**config.mk**
```make
export PLATFORM = sky130hd
export DESIGN_NAME = card_stat_port
export DESIGN_NICKNAME = d
export VERILOG_FILES = /design/src/rtl/cs_pkg.sv /design/src/rtl/cs_sync.sv /design/src/rtl/cs_edge.sv /design/src/rtl/cs_flags.sv /design/src/rtl/cs_decode.sv /design/src/rtl/card_stat_port.sv
export SDC_FILE = /design/constraint.sdc
export NUM_CORES = 1
export LEC_CHECK = 0
export BUFFER_PORTS_ARGS = -buffer_cell sky130_fd_sc_hd__buf_2
export CORE_MARGIN = 3
export CORE_UTILIZATION = 35
export CTS_BUF_LIST = sky130_fd_sc_hd__clkbuf_8 sky130_fd_sc_hd__clkbuf_16
export CTS_CLUSTER_DIAMETER = 150
export DETAILED_ROUTE_END_ITERATION = 10
export SYNTH_ARGS = -nofsm -noshare
export SYNTH_HDL_FRONTEND = slang
export SYNTH_SLANG_ARGS = --single-unit
```
**constraint.sdc**
```tcl
create_clock -name clk -period 1.2 [get_ports clk]
set_input_delay 0.12 -clock clk [delete_from_list [all_inputs] [get_ports clk]]
set_output_delay 0.12 -clock clk [all_outputs]
set_load 0.01 [all_outputs]
```
**src/rtl/cs_pkg.sv**
```systemverilog
package cs_pkg;
  typedef enum logic [1:0] {
    EDGE_BOTH = 2'd0,
    EDGE_RISE = 2'd1,
    EDGE_FALL = 2'd2,
    EDGE_BOTH_ALT = 2'd3
  } edge_sel_e;

  typedef enum logic [1:0] {
    BATT_GOOD = 2'd0,
    BATT_WARN = 2'd1,
    BATT_DEAD = 2'd2,
    BATT_NA   = 2'd3
  } batt_e;

  localparam logic [1:0] A_STATUS = 2'd0;
  localparam logic [1:0] A_FLAGS  = 2'd1;
  localparam logic [1:0] A_ENABLE = 2'd2;
  localparam logic [1:0] A_EDGE   = 2'd3;
endpackage

```
**src/rtl/cs_sync.sv**
```systemverilog
module cs_sync #(
  parameter int W = 8
) (
  input  logic         clk,
  input  logic         rst_n,
  input  logic [W-1:0] pins_i,
  output logic [W-1:0] lvl_o,
  output logic [W-1:0] prev_o
);
  logic [W-1:0] stage1, stage2, stage3;

  // reset preloads every stage with the live pins so no edge appears at release
  always_ff @(posedge clk) begin
    if (!rst_n) begin
      stage1 <= pins_i;
      stage2 <= pins_i;
      stage3 <= pins_i;
    end else begin
      stage1 <= pins_i;
      stage2 <= stage1;
      stage3 <= stage2;
    end
  end

  assign lvl_o  = stage2;
  assign prev_o = stage3;
endmodule

```
**src/rtl/cs_edge.sv**
```systemverilog
module cs_edge
  import cs_pkg::*;
#(
  parameter int W    = 8,
  parameter int XPIN = 7
) (
  input  logic         clk,
  input  logic         rst_n,
  input  logic [W-1:0] lvl_i,
  input  logic [W-1:0] prev_i,
  input  edge_sel_e    xsel_i,
  output logic [W-1:0] det_o
);
  for (genvar i = 0; i < W; i++) begin : g_bit
    if (i == XPIN) begin : g_ext
      always_comb begin
        unique case (xsel_i)
          EDGE_RISE: det_o[i] = lvl_i[i] & ~prev_i[i];
          EDGE_FALL: det_o[i] = ~lvl_i[i] & prev_i[i];
          default:   det_o[i] = lvl_i[i] ^ prev_i[i];
        endcase
      end
    end else begin : g_any
      assign det_o[i] = lvl_i[i] ^ prev_i[i];
    end
  end

  // in rising-only selection a line-7 detection means the line is now high
  assert_pin7_rise_R4: assert property (@(posedge clk) disable iff (!rst_n)
    (xsel_i == EDGE_RISE && det_o[XPIN]) |-> lvl_i[XPIN]);
  assert_pin7_fall_R4: assert property (@(posedge clk) disable iff (!rst_n)
    (xsel_i == EDGE_FALL && det_o[XPIN]) |-> !lvl_i[XPIN]);
endmodule

```
**src/rtl/cs_flags.sv**
```systemverilog
module cs_flags #(
  parameter int W = 8
) (
  input  logic         clk,
  input  logic         rst_n,
  input  logic [W-1:0] det_i,
  input  logic [W-1:0] clr_i,
  input  logic [W-1:0] en_i,
  output logic [W-1:0] flags_o,
  output logic         irq_o
);
  logic [W-1:0] flags_q;

  // a fresh detection wins over a clear of the same bit
  always_ff @(posedge clk) begin
    if (!rst_n) flags_q <= '0;
    else        flags_q <= (flags_q & ~clr_i) | det_i;
  end

  assign flags_o = flags_q;
  assign irq_o   = |(flags_q & en_i);

  // every detection is latched on the next edge, clear or not
  assert_edge_sets_flag_R2: assert property (@(posedge clk) disable iff (!rst_n)
    (|det_i) |=> ((flags_q & $past(det_i)) == $past(det_i)));
  // a flag only appears where a detection preceded it
  assert_flag_source_R6: assert property (@(posedge clk) disable iff (!rst_n)
    ((flags_q & ~$past(flags_q) & ~$past(det_i)) == '0));
endmodule

```
**src/rtl/cs_decode.sv**
```systemverilog
module cs_decode
  import cs_pkg::*;
(
  input  logic  clk,
  input  logic  rst_n,
  input  logic  io_mode_i,
  input  logic  wp_lvl_i,
  input  logic  cd_a_lvl_i,
  input  logic  cd_b_lvl_i,
  input  logic  bv1_lvl_i,
  input  logic  bv1_det_i,
  input  logic  bv2_lvl_i,
  output logic  card_present_o,
  output logic  write_prot_o,
  output batt_e batt_state_o,
  output logic  stschg_o,
  output logic  stschg_evt_o
);
  assign card_present_o = ~cd_a_lvl_i & ~cd_b_lvl_i;
  assign write_prot_o   = wp_lvl_i;

  always_comb begin
    if (io_mode_i)      batt_state_o = BATT_NA;
    else if (bv1_lvl_i) batt_state_o = BATT_DEAD;
    else if (bv2_lvl_i) batt_state_o = BATT_WARN;
    else                batt_state_o = BATT_GOOD;
  end

  assign stschg_o     = io_mode_i & ~bv1_lvl_i;
  assign stschg_evt_o = io_mode_i & bv1_det_i & ~bv1_lvl_i;

  // an event pulse always coincides with the asserted level and lasts one cycle
  assert_stschg_evt_R9: assert property (@(posedge clk) disable iff (!rst_n)
    stschg_evt_o |-> stschg_o);
  assert_stschg_pulse_R9: assert property (@(posedge clk) disable iff (!rst_n)
    stschg_evt_o |=> !stschg_evt_o);
endmodule

```
**src/rtl/card_stat_port.sv**
```systemverilog
module card_stat_port
  import cs_pkg::*;
#(
  parameter int W       = 8,
  parameter int DW      = 32,
  parameter int LVL_LSB = 16,
  parameter int XPIN    = 7,
  parameter int P_WP    = 2,
  parameter int P_CDA   = 3,
  parameter int P_CDB   = 4,
  parameter int P_BV1   = 5,
  parameter int P_BV2   = 6
) (
  input  logic          clk,
  input  logic          rst_n,
  input  logic [7:0]    pins_i,
  input  logic          io_mode_i,
  input  logic          reg_we_i,
  input  logic [1:0]    reg_addr_i,
  input  logic [31:0]   reg_wdata_i,
  output logic [31:0]   reg_rdata_o,
  output logic          irq_o,
  output logic          card_present_o,
  output logic          write_prot_o,
  output logic [1:0]    batt_state_o,
  output logic          stschg_o,
  output logic          stschg_evt_o
);
  localparam int SELW = 2;

  logic [W-1:0] lvl, prev, det, flags, clr;
  logic [W-1:0] en_q;
  edge_sel_e    xsel_q;
  batt_e        batt;
  logic         unused_wbits;

  assign unused_wbits = ^reg_wdata_i[DW-1:W];

  cs_sync #(.W(W)) u_sync (
    .clk(clk), .rst_n(rst_n), .pins_i(pins_i), .lvl_o(lvl), .prev_o(prev)
  );

  cs_edge #(.W(W), .XPIN(XPIN)) u_edge (
    .clk(clk), .rst_n(rst_n), .lvl_i(lvl), .prev_i(prev), .xsel_i(xsel_q), .det_o(det)
  );

  assign clr = (reg_we_i && reg_addr_i == A_FLAGS) ? reg_wdata_i[W-1:0] : '0;

  cs_flags #(.W(W)) u_flags (
    .clk(clk), .rst_n(rst_n), .det_i(det), .clr_i(clr), .en_i(en_q),
    .flags_o(flags), .irq_o(irq_o)
  );

  cs_decode u_dec (
    .clk(clk), .rst_n(rst_n), .io_mode_i(io_mode_i),
    .wp_lvl_i(lvl[P_WP]), .cd_a_lvl_i(lvl[P_CDA]), .cd_b_lvl_i(lvl[P_CDB]),
    .bv1_lvl_i(lvl[P_BV1]), .bv1_det_i(det[P_BV1]), .bv2_lvl_i(lvl[P_BV2]),
    .card_present_o(card_present_o), .write_prot_o(write_prot_o),
    .batt_state_o(batt), .stschg_o(stschg_o), .stschg_evt_o(stschg_evt_o)
  );
  assign batt_state_o = batt;

  always_ff @(posedge clk) begin
    if (!rst_n) begin
      en_q   <= '0;
      xsel_q <= EDGE_BOTH;
    end else if (reg_we_i) begin
      if (reg_addr_i == A_ENABLE) en_q <= reg_wdata_i[W-1:0];
      if (reg_addr_i == A_EDGE)   xsel_q <= edge_sel_e'(reg_wdata_i[SELW-1:0]);
    end
  end

  always_comb begin
    reg_rdata_o = '0;
    unique case (reg_addr_i)
      A_STATUS: reg_rdata_o[LVL_LSB +: W] = lvl;
      A_FLAGS:  reg_rdata_o[W-1:0] = flags;
      A_ENABLE: reg_rdata_o[W-1:0] = en_q;
      default:  reg_rdata_o[SELW-1:0] = xsel_q;
    endcase
  end

  // the interrupt can only drop after software touched a register
  assert_irq_hold_R5: assert property (@(posedge clk) disable iff (!rst_n)
    $fell(irq_o) |-> $past(reg_we_i));
endmodule

```
**Word-level counts from Yosys, hierarchy flattened**

Index checks and enable logic that the tools add are counted.

- Register bits after elaboration: 42
- Bits in latches: 0
- RAM bits: 0
- ROM bits: 0
- Input bits: 46
- Output and inout bits: 39
- Logic and storage cells: 49
- Memories kept: 0

- Add/sub/neg operators: 0
- Multipliers: 0
- Div/mod/pow operators: 0
- $lt $le $gt $ge: 0
- Eq/ne operators: 5
- Shift operators: 0
- Muxes and demuxes: 10
- Bitwise gates (word level): 23
- Reductions and logical operators: 5

Operators by type and width:

| cell | number |
|---|---|
| two-way mux 8 bit | 4 |
| bitwise AND 8 bit | 2 |
| one-hot mux 6 bit (2 select lines) | 1 |
| inverter 8 bit | 1 |
| bitwise OR 8 bit | 1 |
| OR reduction 8 bit | 1 |
| XOR 1 bit | 8 |
| bitwise AND 1 bit | 6 |
| == test 2 bit (second input constant) | 3 |
| one-hot mux 2 bit (3 select lines) | 1 |
| inverter 1 bit | 5 |
| == test 2 x 1 -> 1 bit (second input constant) | 2 |
| two-way mux 2 bit | 2 |
| AND reduction 2 bit | 2 |
| zero test 2 bit | 1 |
| one-hot mux 1 bit (2 select lines) | 1 |
| logical AND 1 bit | 1 |
| two-way mux 1 bit | 1 |

**Depth between registers and ports, before layout**

Gate-level depths: netlist (run 1).

- Depth in word-level cells: 6
- Depth in mapped cells: 7
- Depth with buffers taken out: 5

**Hierarchy**

A second synthesis (run 1) with hierarchy kept.

- Cells, all modules: 201
- Area, all modules: 2102.0 um^2

By module, submodules not included:

| module | times used | cells an instance | area each (um^2) | sequential area each (um^2) |
|---|---|---|---|---|
| card_stat_port | 1 | 105 | 863.3 | 200.2 |
| cs_sync | 1 | 42 | 729.4 | 480.5 |
| cs_flags | 1 | 30 | 314.1 | 160.2 |
| cs_edge | 1 | 17 | 146.4 | 0.0 |
| cs_decode | 1 | 7 | 48.8 | 0.0 |

**Worst setup path after synthesis (run 1)**

No wires, ideal clock.

- Path kind: reg2reg
- Start: register xsel_q[0]
- End: register u_flags.flags_q[7], in the netlist u_flags.flags_o[7]
- Setup time: 115 ps
- Arrival: 1085 ps
- Required time: 1085 ps
- Setup slack: 1 ps
- Cell stages (with the launch flop): 6
- Buffers on the path: 0
- Period minus slack after synthesis: 1199 ps
- Cell sequence: dfxtp_1 inv_1 ha_1 a221oi_1 a21oi_1 o21a_1

- Longest elaborated chain between the ends: 3
- Elaborated cells between the ends (all ways): 4
- Classes of those cells: 2 x eq/ne; 1 x mux; 1 x bitwise

Ends and longest elaborated chain:

| what | RTL line | text |
|---|---|---|
| start: declaration | card_stat_port.sv:33 | `edge_sel_e xsel_q;` |
| start signal: assignment | card_stat_port.sv:69 | `if (reg_addr_i == A_EDGE) xsel_q <= edge_sel_e'(reg_wdata_i[SELW-1:0]);` |
| == test 2 bit / == test 2 x 1 -> 1 bit (equally long branches) | cs_edge.sv:17 | `unique case (xsel_i)` |
| one-hot mux 1 bit (2 select lines) * | cs_edge.sv:17 |  |
| bitwise OR 8 bit * | cs_flags.sv:17 | `else flags_q <= (flags_q & ~clr_i) \| det_i;` |
| end signal: assignment | cs_flags.sv:17 |  |
| end: declaration | cs_flags.sv:12 | `logic [W-1:0] flags_q;` |

Mark *: on every way between the ends. The rest lies on a longest branch, timed or not.
A chain may end at the register's enable or synchronous reset.

**Worst setup path in the final report (run 1)**

- Start: register en_q[1]
- End: output port reg_rdata_o[1]

- Longest elaborated chain between the ends: 1

Ends and longest elaborated chain:

| what | RTL line | text |
|---|---|---|
| start: declaration | card_stat_port.sv:32 | `logic [W-1:0] en_q;` |
| start signal: assignment | card_stat_port.sv:68 | `if (reg_addr_i == A_ENABLE) en_q <= reg_wdata_i[W-1:0];` |
| one-hot mux 2 bit (3 select lines) | card_stat_port.sv:75 | `unique case (reg_addr_i)` |
| end: declaration | card_stat_port.sv:21 | `output logic [31:0] reg_rdata_o,` |

Every way passes these cells.

==> impl_results.rst, run 1 <==
.. list-table::
   :header-rows: 1

   * - Metric
     - Value
   * - PwrDens
     - 1170 nW/um^2
   * - Warnings from Yosys
     - 0
   * - Xor and xnor fraction of the mapped netlist area
     - 3.10%
   * - GRT Total Usage
     - 12.7%
   * - Largest vdd supply drop
     - 0.809 mV
   * - Fin crit period
     - 1.22 ns
   * - Synthesized-area fraction occupied by ao, oa, aoi and oai cells
     - 13.2%
   * - Final Wtd Congestion
     - 0.807
   * - Vias in the first global route
     - 1391
   * - Die X
     - 81.2 um
   * - Pins Over Slew Limit
     - 0
   * - DRC errors left
     - 0
   * - Number of ports placed on the die boundary
     - 85
   * - Number of vias after detailed routing
     - 1558
   * - Area of combinational cells with multiple inputs
     - 1040 sq um
   * - Library cells used by synthesis
     - 27
   * - Mux cell area share after synthesis
     - 0%
   * - Largest fanout of any net on the critical path
     - 3
   * - Avg Cell Area, Syn
     - 8.83 sq um
   * - Path category of the worst min-delay check
     - in2reg
   * - Total iterations of the first detailed-routing run
     - 4
   * - Adder-cell share of the synthesized area
     - 5.70%
   * - Crit path max-delay cell type
     - sky130_fd_sc_hd__dfxtp_2
   * - Initial antenna violation count
     - 0
   * - Die H
     - 81.2 um
   * - Number of synthesized register bits
     - 42
   * - Run status
     - finished, violations left
   * - Finished Cell Area
     - 2570 sq um
   * - Critical path capture point type
     - output port
   * - List of cells traversed by the critical path
     - a221oi_2 > a21oi_1 > buf_2
   * - Largest net degree at the start of global routing
     - 24
   * - Hold Crit Start
     - reg_wdata_i[6]
   * - Ys async rst share
     - 0%
   * - Max capacitance violation total
     - 0
   * - Storage cell area
     - 866 sq um
   * - Fraction of the mapped netlist area in simple logic gates
     - 23.4%
   * - Static power due to leakage
     - 1.19 nW
   * - Share of layout cells above drive strength 1
     - 35.4%
   * - Layout area overhead
     - 30.3%
   * - Failing checks
     - setup timing
   * - Setup-failing EPs final
     - 3
   * - Highest attainable clock frequency
     - 821 MHz
   * - Number of buffers on the longest clock path
     - 2
   * - Rows
     - 26
   * - Startpoint of the most critical setup path
     - en_q[1]
   * - Worst setup margin
     - -0.0180 ns
   * - Total power of the final layout
     - 3.00 mW
   * - Routed via count divided by cell count
     - 4.35
   * - Overall overflow remaining after global route
     - 0
   * - Number of hold violations in the final report
     - 0
   * - Category of the most critical setup path
     - reg2out
   * - Endpoint arrival time on the critical path
     - 1.10 ns
   * - Insertion delay to the later sink of the worst-skew pair
     - 0.30 ns
   * - Predominant post-synthesis flop cell
     - sky130_fd_sc_hd__dfxtp_1
   * - Family of cells with the greatest summed delay on the critical path
     - flip-flops
   * - Starting DRC count in detailed routing
     - 98
   * - Sink count of the clock tree
     - 42
   * - Starting utilization of the core area
     - 37.5%
   * - Dominant combinational cell family by area after synthesis
     - simple AND/OR/NAND/NOR gates
   * - CTS tree
     - built
   * - CP max stage delay
     - 0.34 ns
   * - Commonest non-fill, non-tap cells in the layout
     - 43 x sky130_fd_sc_hd__nand2_1, 43 x sky130_fd_sc_hd__buf_2, 26 x sky130_fd_sc_hd__dfxtp_1
   * - Core area
     - 5270 sq um
   * - Data required, critical path
     - 1.08 ns
   * - Root buf cell
     - sky130_fd_sc_hd__clkbuf_8
   * - IO Port Bufs
     - 44
   * - Area of the mapped netlist
     - 1980 sq um
   * - Final #Nets
     - 342
   * - Detailed placement HPWL
     - 2.87 mm
   * - Mapped Cells
     - 224
   * - Period utilisation layout
     - 101%
   * - Total wire length after detailed routing
     - 3.90 mm
   * - Unrepaired setup endpoints after global routing
     - yes
   * - Reg-to-reg critical path startpoint
     - xsel_q[0]
   * - Wire length of the first global-routing pass
     - 6.39 mm
   * - Fill cells
     - 529
   * - Worst Setup Start Kind
     - flip-flop
   * - Die outline area
     - 6590 sq um
   * - Number of levels the H-tree was split into
     - 2
   * - Core Util, Final
     - 48.9%
   * - Number of CTS-inserted buffers
     - 5
   * - Final antenna-violating net count
     - 0
   * - CTS clock-pin slew for the worst setup and hold paths
     - 0.08 ns
   * - Number of flops mapped to enable cells by yosys
     - 0
   * - # diodes
     - 0
   * - Final setup skew
     - 0.00785 ns
   * - Cell area reported after detailed placement
     - 2270 sq um
   * - Average wire length per cell after detail routing
     - 10.9 um
   * - Fraction of the yosys area taken by sequential cells
     - 42.5%
   * - Bufs and invs on worst path
     - 1
## power breakdown
group / total, mW / switching, mW / internal [mW]
Combinational: 0.507 / 0.250 / 0.257
Sequential: 1.59 / 0.0839 / 1.51
Clock: 0.907 / 0.499 / 0.408
## flip-flops by register name, summed over array words and instances, names as in the netlist
| signal | flops |
|---|---|
| u_sync.stage1 | 8 |
| en_q | 8 |
| u_sync.prev_o | 8 |
| xsel_q | 2 |
| u_flags.flags_o | 8 |
| u_sync.lvl_o | 8 |
## repair_timing
action	4_1_cts	5_1_grt
hold buffers	8	0
setup endpoints to repair	13	19
setup buffers	1	1
gates cloned	0	0
pin swaps	3	4
resized for setup	18	20
endpoints found under the hold margin	8	0
## worst reg2reg max path: cells and delay by family, from the launching register on
kind                       cells  cell delay, ns
AOI/OAI and AO/OA              3            0.48
DFF                            1            0.33
adders and majority gates      1            0.14
buffers and inverters          1            0.12
## metal layers
metal / vias to the layer above / wire length (um) / track usage [%] / part of all wire [%]
li1: 831 / - / - / -
met1: 671 / 1830 / 16.6 / 47
met3: 8 / 224 / 2.44 / 5.7
met2: 48 / 1750 / 19.7 / 45
met5: - / 0 / 0 / 0
met4: 0 / 94 / 7.09 / 2.4
## final timing paths
kind | end | slack, ns | cells after the start
max | reg_rdata_o[1] | -0.02 | 3
min | en_q[6] | 0.06 | 3
max reg2reg | u_flags.flags_o[7] | 0.03 | 5
min reg2reg | u_sync.lvl_o[7] | 0.41 | 2
## cells in the mapped netlist (2+ instances only)
master,instances,share of area (%)
sky130_fd_sc_hd__nand2_1,43,8.2
sky130_fd_sc_hd__dfxtp_1,42,43
sky130_fd_sc_hd__buf_4,17,6.5
sky130_fd_sc_hd__nand3_1,17,4.3
sky130_fd_sc_hd__nor2b_1,14,4.4
sky130_fd_sc_hd__a21boi_1,10,3.8
sky130_fd_sc_hd__a21oi_1,10,2.5
sky130_fd_sc_hd__a22oi_1,10,3.8
sky130_fd_sc_hd__and2_1,9,2.8
sky130_fd_sc_hd__ha_1,9,5.7
sky130_fd_sc_hd__inv_1,8,1.5
sky130_fd_sc_hd__nand2b_1,8,2.5
sky130_fd_sc_hd__xor2_1,7,3.1
sky130_fd_sc_hd__buf_6,4,2.3
sky130_fd_sc_hd__a221oi_2,2,1.5
sky130_fd_sc_hd__buf_2,2,0.51
sky130_fd_sc_hd__clkbuf_1,2,0.38
## layout make-up
| type | instances | share of cell area, % |
|---|---|---|
| flip-flops and latches | 42 | 33.6 |
| clock inverters | 3 | 0.826 |
| multi-input cells | 163 | 40.4 |
| clock buffers | 5 | 2.67 |
| well taps | 70 | 3.40 |
| repair buffers | 67 | 17.9 |
| inverters | 8 | 1.17 |
## metrics by stage
stage / worst slack [ns] / std cells / setup TNS (ns) / hold WS [ns]
detailed placement: -0.105 / 340 / -1.16 / 0.238
global route: -0.107 / 358 / -0.327 / 0.0703
floorplan: 0.000937 / 239 / 0 / 0.148
finish: -0.0180 / 358 / -0.0470 / 0.0638
global placement: -0.112 / 340 / -1.27 / 0.238
CTS: -0.0206 / 357 / -0.0594 / 0.0693
## cells by family (layout without fill, tap and decap cells)
family	Yosys count	after routing
AND/OR/NAND/NOR	95	95
flip-flops	42	42
AO/OA/AOI/OAI	36	36
buffers and inverters	34	83
adder cells (fa/ha/maj)	9	9
XOR/XNOR	7	7
other	1	16
Power figures use the tool's default switching activity.
==> run 2, diff against run 1 <==
==> constraint.sdc (replaced) <==
create_clock -name clk -period 1.5 [get_ports clk]
set_input_delay 0.15 -clock clk [delete_from_list [all_inputs] [get_ports clk]]
set_output_delay 0.15 -clock clk [all_outputs]
set_load 0.01 [all_outputs]
==> impl_results.rst, run 2 (synthesis results as in run 1) <==
.. list-table::
   :header-rows: 1

   * - Metric
     - Value
   * - Starting DRC count in detailed routing
     - 98
   * - CP max stage delay
     - 0.34 ns
   * - Core area
     - 5270 sq um
   * - Fin crit period
     - 1.35 ns
   * - Total power of the final layout
     - 2.35 mW
   * - Final antenna-violating net count
     - 0
   * - Insertion delay to the later sink of the worst-skew pair
     - 0.29 ns
   * - Die H
     - 81.2 um
   * - Critical path capture point type
     - output port
   * - Min-Delay Path Depth
     - 3
   * - Vias in the first global route
     - 1371
   * - DRC errors left
     - 0
   * - # diodes
     - 0
   * - Hold Crit Start
     - reg_wdata_i[7]
   * - Number of vias after detailed routing
     - 1541
   * - Fill cells
     - 559
   * - Max capacitance violation total
     - 0
   * - Final setup TNS
     - 0 ns
   * - Detailed placement HPWL
     - 2.81 mm
   * - Routed via count divided by cell count
     - 4.43
   * - Final setup skew
     - 0.00928 ns
   * - Number of ports placed on the die boundary
     - 85
   * - Run status
     - complete, no violations
   * - Count of cells along the worst register-to-register path
     - 5
   * - Period utilisation layout
     - 89.9%
   * - IO Port Bufs
     - 44
   * - Highest attainable clock frequency
     - 741 MHz
   * - Share of layout cells above drive strength 1
     - 21.6%
   * - Cell type with the highest occurrence count on the critical path
     - sky130_fd_sc_hd__buf_2
   * - GRT Total Usage
     - 12.4%
   * - Worst Setup Start Kind
     - input pin
   * - Die outline area
     - 6590 sq um
   * - Pins Over Slew Limit
     - 0
   * - Largest vdd supply drop
     - 0.644 mV
   * - Die X
     - 81.2 um
   * - Total wire length after detailed routing
     - 3.72 mm
   * - Endpoint arrival time on the critical path
     - 1.20 ns
   * - Rows
     - 26
   * - Sink count of the clock tree
     - 42
   * - Number of hold violations in the final report
     - 0
   * - Unrepaired setup endpoints after global routing
     - no
   * - Total iterations of the first detailed-routing run
     - 4
   * - Bufs and invs on worst path
     - 3
   * - Data required, critical path
     - 1.35 ns
   * - Average wire length per cell after detail routing
     - 10.7 um
   * - Initial antenna violation count
     - 0
   * - Final Wtd Congestion
     - 0.751
   * - PwrDens
     - 995 nW/um^2
   * - Core Util, Final
     - 44.7%
   * - CTS tree
     - built
   * - Number of CTS-inserted buffers
     - 5
   * - Largest fanout of any net on the critical path
     - 10
   * - Commonest non-fill, non-tap cells in the layout
     - 44 x sky130_fd_sc_hd__buf_2, 43 x sky130_fd_sc_hd__nand2_1, 42 x sky130_fd_sc_hd__dfxtp_1
   * - Crit path max-delay cell type
     - sky130_fd_sc_hd__ha_1
   * - Root buf cell
     - sky130_fd_sc_hd__clkbuf_8
   * - Reg-to-reg critical path startpoint
     - xsel_q[0]
   * - Category of the most critical setup path
     - in2out
   * - Static power due to leakage
     - 1.13 nW
   * - Worst reg2reg path endpoint
     - u_flags.flags_o[7]
   * - CTS clock-pin slew for the worst setup and hold paths
     - 0.08 ns
   * - Setup-failing EPs final
     - 0
   * - Worst Hold Endpoint
     - en_q[7]
   * - Most common library cell in the layout ignoring fill and taps
     - sky130_fd_sc_hd__buf_2
   * - Register-to-register setup slack
     - 0.17 ns
   * - Starting utilization of the core area
     - 37.5%
   * - Worst setup margin
     - 0.151 ns
   * - Family of cells with the greatest summed delay on the critical path
     - compound AO/OA/AOI/OAI gates
   * - Layout area overhead
     - 19.2%
   * - Path category of the worst min-delay check
     - in2reg
   * - Largest net degree at the start of global routing
     - 25
   * - Wire length of the first global-routing pass
     - 6.35 mm
   * - Setup WS pre-CTS
     - 0.128 ns
   * - Final #Nets
     - 332
   * - Number of levels the H-tree was split into
     - 2
   * - List of cells traversed by the critical path
     - buf_2 > inv_1 > ha_1 > a221oi_2 > a21oi_1 > buf_2
   * - Number of buffers on the longest clock path
     - 2
   * - Overall overflow remaining after global route
     - 0
==> run 2: report_power, final <==
part,leakage (nW),internal (mW),switching [mW],total (mW)
combinational,0.725,0.167,0.184,0.352
clock,0.0524,0.365,0.368,0.733
sequential,0.351,1.20,0.0628,1.26
==> run 2: repair_timing <==
item                                   CTS  global route
hold buffers                             8             0
setup buffers                            0             0
endpoints found under the hold margin    8             0
resized for setup                        0             0
==> run 2: how the worst max path moves through the flow <==
stage / from / end / slack [ns] / cells after the start
4_1_cts: reg_addr_i[0] / reg_rdata_o[1] / 0.14 / 6
6_report: reg_addr_i[0] / reg_rdata_o[0] / 0.15 / 6
3_3_place_gp: reg_addr_i[0] / en_q[6] / 0.14 / 7
5_1_grt: reg_addr_i[0] / reg_rdata_o[0] / 0.03 / 6
3_5_place_dp: reg_addr_i[0] / en_q[0] / 0.13 / 7
2_1_floorplan: xsel_q[0] / u_flags.flags_o[7] / 0.30 / 5
==> run 2: layout make-up <==
type / instances / area, sq um / share of cell area (%)
Timing Repair Buffer: 57 / 350 / 14.9
Sequential cell: 42 / 841 / 35.7
Clock inverter: 2 / 8.76 / 0.372
Inverter: 8 / 30.0 / 1.27
Clock buffer: 6 / 82.6 / 3.50
Tap cell: 70 / 87.6 / 3.72
Multi-Input combinational cell: 163 / 957 / 40.6
==> run 2: worst min-delay path, delay by kind of cell <==
kind,cells,cell delay [ns]
buf+inv,1,0.11
simple gates,1,0.06
compound gates,1,0.05
==> run 2: stage by stage <==
step / instance area, sq um / hold slack (ns) / std cells
2_1_floorplan: 2030 / 0.178 / 239
3_3_place_gp: 2190 / 0.268 / 332
3_5_place_dp: 2190 / 0.268 / 332
4_1_cts: 2360 / 0.119 / 348
5_1_grt: 2360 / 0.122 / 348
6_report: 2360 / 0.122 / 348
==> run 2: routing by layer <==
metal  track usage [%]  part of all wire (%)  up-vias
li1                  -                     -      814
met1              17.1                    48      671
met2              19.1                    44       51
met3              3.33                   6.9        5
met4              3.04                   1.3        0
met5                 0                     0        -
